===== src/rtl/mux_reg_port.sv =====
module mux_reg_port #(
  parameter int         NREG   = 16,
  parameter int         NVAL   = 8,
  parameter logic [7:0] BASE   = 8'h40,
  parameter logic [7:0] RD_KEY = 8'h80,
  parameter logic [7:0] RD_LO  = 8'h81
) (
  input  logic                 clk,
  input  logic                 rst_n,
  input  logic                 ale,
  input  logic                 wrd,
  input  logic [7:0]           bus_in,
  output logic [7:0]           bus_out,
  output logic                 bus_oe,
  input  logic [9:0]           fld_len,
  input  logic [5:0]           fld_stat,
  output logic [NREG*8-1:0]    regs_o,
  output logic [NVAL*9-1:0]    val9_o
);
  localparam int IW     = $clog2(NREG);
  localparam int MSBREG = NVAL;

  typedef enum logic [1:0] {S_WR, S_ARM, S_RD} mode_t;

  mode_t       mode;
  logic [2:0]  ale_p, wrd_p;
  logic [7:0]  addr_q;
  logic [7:0]  rf [NREG];

  wire ale_fall = ale_p[2] & ~ale_p[1];
  wire wrd_fall = wrd_p[2] & ~wrd_p[1];
  wire wrd_rise = ~wrd_p[2] & wrd_p[1];
  wire [8:0] offs = {1'b0, addr_q} - {1'b0, BASE};
  wire in_win  = (addr_q >= BASE) && (offs < 9'(NREG));
  wire wr_pulse = wrd_fall && (mode == S_WR) && in_win;
  wire [IW-1:0] widx = offs[IW-1:0];

  always_ff @(posedge clk or negedge rst_n) begin
    if (!rst_n) begin
      ale_p <= '1;
      wrd_p <= '1;
    end else begin
      ale_p <= {ale_p[1:0], ale};
      wrd_p <= {wrd_p[1:0], wrd};
    end
  end

  always_ff @(posedge clk or negedge rst_n) begin
    if (!rst_n) begin
      mode   <= S_WR;
      addr_q <= '0;
    end else if (ale_fall) begin
      addr_q <= bus_in;
      case (mode)
        S_WR:    mode <= (bus_in == RD_KEY) ? S_ARM : S_WR;
        S_ARM:   mode <= S_RD;
        default: mode <= (bus_in == RD_KEY) ? S_ARM : S_WR;
      endcase
    end else if (wrd_rise && mode == S_RD) begin
      mode <= S_WR;
    end
  end

  always_ff @(posedge clk or negedge rst_n) begin
    if (!rst_n) begin
      for (int i = 0; i < NREG; i++) rf[i] <= '0;
    end else if (wr_pulse) begin
      rf[widx] <= bus_in;
    end
  end

  genvar g;
  generate
    for (g = 0; g < NREG; g++) begin : g_flat
      assign regs_o[g*8 +: 8] = rf[g];
    end
    for (g = 0; g < NVAL; g++) begin : g_val
      assign val9_o[g*9 +: 9] = {rf[MSBREG][g], rf[g]};
    end
  endgenerate

  logic [7:0] rd_data;
  always_comb begin
    if (addr_q == RD_LO)       rd_data = fld_len[7:0];
    else if (addr_q == RD_KEY) rd_data = {fld_stat, fld_len[9:8]};
    else                       rd_data = 8'h00;
  end

  assign bus_oe  = (mode == S_RD) && !wrd_p[1];
  assign bus_out = bus_oe ? rd_data : 8'h00;

  a_r2_single_pulse: assert property (@(posedge clk) disable iff (!rst_n)
    wr_pulse |=> !wr_pulse);
  a_r4_no_write_outside: assert property (@(posedge clk) disable iff (!rst_n)
    (wrd_fall && !in_win) |=> $stable(regs_o));
  a_r6_arm_on_key: assert property (@(posedge clk) disable iff (!rst_n)
    (mode == S_WR && ale_fall && bus_in == RD_KEY) |=> mode == S_ARM);
  a_r6_armed_frozen: assert property (@(posedge clk) disable iff (!rst_n)
    (mode != S_WR) |=> $stable(regs_o));
  a_r6_armed_released: assert property (@(posedge clk) disable iff (!rst_n)
    (mode == S_ARM) |-> !bus_oe);
  a_r9_release_to_write: assert property (@(posedge clk) disable iff (!rst_n)
    $fell(bus_oe) |=> mode != S_RD);
endmodule


===== config.mk =====
export PLATFORM = sky130hd
export DESIGN_NAME = mux_reg_port
export DESIGN_NICKNAME = d
export VERILOG_FILES = /design/src/rtl/mux_reg_port.sv
export SDC_FILE = /design/constraint.sdc
export NUM_CORES = 1
export LEC_CHECK = 0
export BUFFER_PORTS_ARGS = -buffer_cell sky130_fd_sc_hd__buf_2
export CAP_MARGIN = 15
export CORE_MARGIN = 5
export CORE_UTILIZATION = 25
export DETAILED_ROUTE_END_ITERATION = 7
export SYNTH_ARGS = -nofsm -noshare
export SYNTH_HDL_FRONTEND = slang
export SYNTH_SLANG_ARGS = --single-unit

===== constraint.sdc =====
create_clock -name clk -period 4.25 [get_ports clk]
set_clock_uncertainty 0.15 [all_clocks]
set_input_delay 0.2125 -clock clk [delete_from_list [all_inputs] [get_ports clk]]
set_output_delay 0.2125 -clock clk [all_outputs]
set_load 0.1 [all_outputs]

**Yosys cells after proc, flatten, opt, wreduce, memory -nomap -nowiden**

Index checks and enable logic that the tools add are counted.

- Add/subtract/negate cells: 1
- Order comparisons: 4
- Equal/unequal tests: 5
- Muxes and demuxes: 10
- Bitwise gates (word level): 7
- Reduce and logical (&&, ||, !) cells: 9

Operators by type and width:

| cell | number |
|---|---|
| $bwmux W128 | 1 |
| $demux W8 S4 | 1 |
| $mux W8 | 4 |
| $eq A8 B8 Y1 const B | 3 |
| $lt A9 B5 Y1 const B | 1 |
| $sub A8 B7 Y9 const B | 1 |
| $ge A8 B7 Y1 const B | 1 |
| $logic_and A1 B1 Y1 | 6 |
| $mux W2 | 3 |
| $ge A5 B5 Y1 const B | 1 |
| $lt A5 B1 Y1 const B | 1 |
| $not A4 Y5 | 1 |
| $and A1 B1 Y1 | 3 |
| $not A1 Y1 | 3 |
| $eq A2 B1 Y1 const B | 1 |
| $eq A2 B2 Y1 const B | 1 |
| $logic_not A2 Y1 | 1 |
| $reduce_bool A2 Y1 | 1 |
| $logic_not A1 Y1 | 1 |
| $mux W1 | 1 |

- Register bits after elaboration: 144
- Input bits: 28
- Logic and storage cells: 56

**Depth between registers and ports, before layout**

- Depth after elaboration: 7
- Depth in mapped cells: 7
- Gate-level depth less buffers: 6

**Least setup slack after synthesis**

Ideal clock, no wire load.

- Path type: register to output
- From: register mode[0]
- To: output port bus_out[0]
- Data arrival time: 3.001 ns
- Required time: 3.888 ns
- Path slack: 0.886 ns
- Stages on the path, launching flop included: 5
- Path buffers: 0
- Cell sequence: dfrtp_1 -> inv_1 -> and3_1 -> nand3_1 -> nor2_1

- Word-level cells in the longest chain between the ends: 3

RTL lines:

| what | line | RTL |
|---|---|---|
| start, declared | 25 | `mode_t mode;` |
| start signal, assigned | 55 | `S_WR: mode <= (bus_in == RD_KEY) ? S_ARM : S_WR;` |
| start signal, assigned | 57 | `default: mode <= (bus_in == RD_KEY) ? S_ARM : S_WR;` |
| $eq A2 B2 Y1 | 89 | `assign bus_oe = (mode == S_RD) && !wrd_p[1];` |
| $logic_and A1 B1 Y1 | 89 |  |
| net bus_oe | 14 | `output logic bus_oe,` |
| $mux W8 | 90 | `assign bus_out = bus_oe ? rd_data : 8'h00;` |
| end, declared | 13 | `output logic [7:0] bus_out,` |

The timed path passes the listed nets, and every way through them passes these cells.

**Worst setup path after layout**

- From: register addr_q[6]
- To: output port bus_out[7]

- Word-level cells in the longest chain between the ends: 4
- Elaborated cells on any way between the ends: 5

RTL lines:

| what | line | RTL |
|---|---|---|
| start, declared | 27 | `logic [7:0] addr_q;` |
| start signal, assigned | 53 | `addr_q <= bus_in;` |
| $eq A8 B8 Y1 | 85 | `else if (addr_q == RD_KEY) rd_data = {fld_stat, fld_len[9:8]};` |
| $mux W8 | 85 |  |
| $mux W8 * | 84 | `if (addr_q == RD_LO) rd_data = fld_len[7:0];` |
| $mux W8 * | 90 |  |

Every way passes the cells marked *; elsewhere a longest branch is shown, timed or not.

==> flow_summary.ini <==
[power_and_ir_drop]
p_switching_uw = 1580
p_seq_share_pct = 36.2
pwr-share-comb_pct = 25.9
powerDensity_nw_per_um2 = 519
leakage_uw = 0.00404
pwr-share-clk_pct = 37.9
max-vdd-ir-drop_mv = 0.231
cell_internal_pwr_uw = 2600
switching_share_pct = 37.8

[placed_design]
dp_hpwl_um = 11700
dpl-instance-area_sq_um = 7410
gp_congestion = 0.720
portBuffers = 236

[floorplanning]
rows = 59
io_pins = 237
initial_core_util_pct = 25.1
die_y_um = 171
die_area_sq_um = 29300
die_w_um = 171
core_sq_um = 25800

[clock_network]
cts.sinks = 144
post-cts-setup-buffer-count = 0
cts_buffers = 17
cts_resized = 0
clk_latency_ns = 0.42
clkSlewWorstSetupHoldPaths_ns = 0.06
cts_hold_buf = 3
htree_num_levels = 4
ctsLongestPathBuffers = 2
cts_tree = built
cts-root-buf = clkbuf_16

[worst_setup_path]
r2r_start = addr_q[6]$_DFFE_PN0P_
path_class = reg2out
reg2reg_to = regs_o[121]$_DFFE_PN0P_
critical_path.startpoint_type = flip-flop
reg2reg_depth = 6
cp.required_ns = 3.89
end_kind = primary output
worst-endpoint-arrival_ns = 2.27
crit_fanout = 8
rrSetupSlack_ns = 1.77

[grt]
antenna_found_initial = 1
grtUsageTotal_pct = 11.2
grt_pass1_vias = 3993
grt_pass1_wl_um = 24700
grt_max_degree = 84
overflow = 0

[timing]
rsz0062_at_grt = false
finalCritPeriodShare_pct = 61.9
max_freq_ghz = 0.380
slew_viol_final = 0
setup_viol_count_final = 0
min_period_ns = 2.63
totalNegativeSetupSlack_ns = 0
finalHoldViolations = 0
slew-limit-headroom_pct = 38.3
worst_slew_pin_slew_ns = 0.923

[routing]
wl_um = 16700
viasPerCell = 4.15
vias = 3958
drt-wirelength-per-cell_um = 17.5
drt_drc_violations_left = 0
first_pass_iters = 4
final_antenna_net_count = 0
initialDrtViolationCount = 131

[synthesis]
avgSynthCellArea_sq_um = 14.9
synthTopCellsByArea = dfrtp_1 53%, mux2_2 20%, buf_4 8.9%, mux2_4 3.7%, nand3_4 2.7%
synth_top_cell_by_area = dfrtp_1
ys_seq_area_share_pct = 55.6
synth_cells = 437
synthesis.nets = 468
synth_area_sq_um = 6490
synth_warnings = 0
synth.distinct_cells = 36
yosysTopAreaCellShare_pct = 53.2
ys_ff_latch = 144

[status]
status = finished clean

[layout]
area_growth_pct = 24.1
layout_common_cells = 235 x buf_2, 138 x dfrtp_1, 118 x mux2_2
layout.nets = 637
postLayoutCoreUtil_pct = 31.2
final_area_sq_um = 8060
final_common_cell = buf_2
drive_gt1_share_pct = 69.0
antennaDiodeCount = 0

[min_path]
hold_end = addr_q[7]$_DFFE_PN0P_
hold_depth = 3
holdCritStartpoint = bus_in[7]
hold_class = in2reg

[job]
maxCapViolCount = 0
[power by group through the flow]
stage / combinational [uW] / clock (uW) / sequential, uW
after floorplan: 504 / 0 / 1980
after global placement: 1090 / 0 / 1540
after detailed placement: 1090 / 0 / 1540
after CTS: 1090 / 1630 / 1510
after global routing: 1120 / 1700 / 1530
final: 1080 / 1580 / 1510
[cell usage after synthesis]
library cell / number
and4b_2: 1
and3b_1: 1
mux2_4: 16
buf_2: 1
inv_1: 4
and4_2: 4
mux2i_1: 9
dfstp_2: 6
nand3_2: 1
nor3b_2: 1
nor4_1: 1
nand4_1: 1
o31ai_1: 1
mux2_2: 118
nor2_1: 11
o21ai_0: 3
nor2b_1: 2
clkbuf_1: 3
nor4b_1: 2
and3_1: 2
and2b_2: 1
dlygate4sd1_1: 6
nand2b_1: 2
bufbuf_8: 2
nor2_8: 1
nor4bb_1: 1
or4_4: 1
nand3_4: 10
buf_1: 1
buf_12: 1
ha_1: 3
nand4b_1: 1
nand3_1: 1
buf_4: 77
dfrtp_1: 138
nand2_1: 3
[worst max-delay path by stage]
| stage | startpoint | to | cells past startpoint |
|---|---|---|---|
| 6_report | addr_q[6]$_DFFE_PN0P_ | bus_out[7] | 6 |
| 4_1_cts | addr_q[6]$_DFFE_PN0P_ | bus_out[7] | 6 |
| 3_5_place_dp | addr_q[6]$_DFFE_PN0P_ | regs_o[127]$_DFFE_PN0P_ | 6 |
| 2_1_floorplan | mode[0]$_DFFE_PN0P_ | bus_out[0] | 4 |
| 5_1_grt | addr_q[6]$_DFFE_PN0P_ | bus_out[4] | 6 |
| 3_3_place_gp | addr_q[6]$_DFFE_PN0P_ | regs_o[123]$_DFFE_PN0P_ | 6 |
[sequential cells by signal, indices dropped and copies added (netlist names)]
register and cells:
ale_p 3, addr_q 8, regs_o 128, mode 2
wrd_p 3
[metrics by stage]
step                std cells  setup slack, ns  power [uW]  hold WS [ns]
finish                    954             1.62        4180         0.151
global route              954             1.42        4350         0.167
CTS                       954             1.55        4240         0.160
detailed placement        919             1.74        2630         0.172
global placement          919             1.80        2620         0.172
floorplan                 437            0.886        2490        -0.233
[routing by layer]
metal  part of all wire (%)  GRT usage [%]  wire, um
met5                      0              0         0
met4                    1.1           2.55       176
met3                    7.0           3.15      1170
met2                     48           18.5      8000
met1                     44           14.6      7380
[logic make-up after synthesis]
family	count (synthesis)	share of synthesized area [%]
adders and majority gates	3	0.578
muxes	143	25.5
DFF	144	55.6
buffers and inverters	95	11.1
and+or+nand+nor	48	6.80
AOI/OAI and AO/OA	4	0.347
[critical path, stage by stage, from the launching register on]
cell and delay [ns]:
dfrtp_1 0.41, inv_1 0.11, ha_1 0.16, nor4b_1 0.21, nand3_1 0.33, nor2_1 0.19, buf_2 0.44
[final cells by class]
type,instances,area [sq um]
clock buffers,20,437
multi-input cells,198,2160
fillers,2612,17800
flip-flops and latches,144,3610
well taps,335,419
inverters,4,15.0
repair buffers,241,1230
clock inverters,12,184
(Power assumes the default switching activity.)
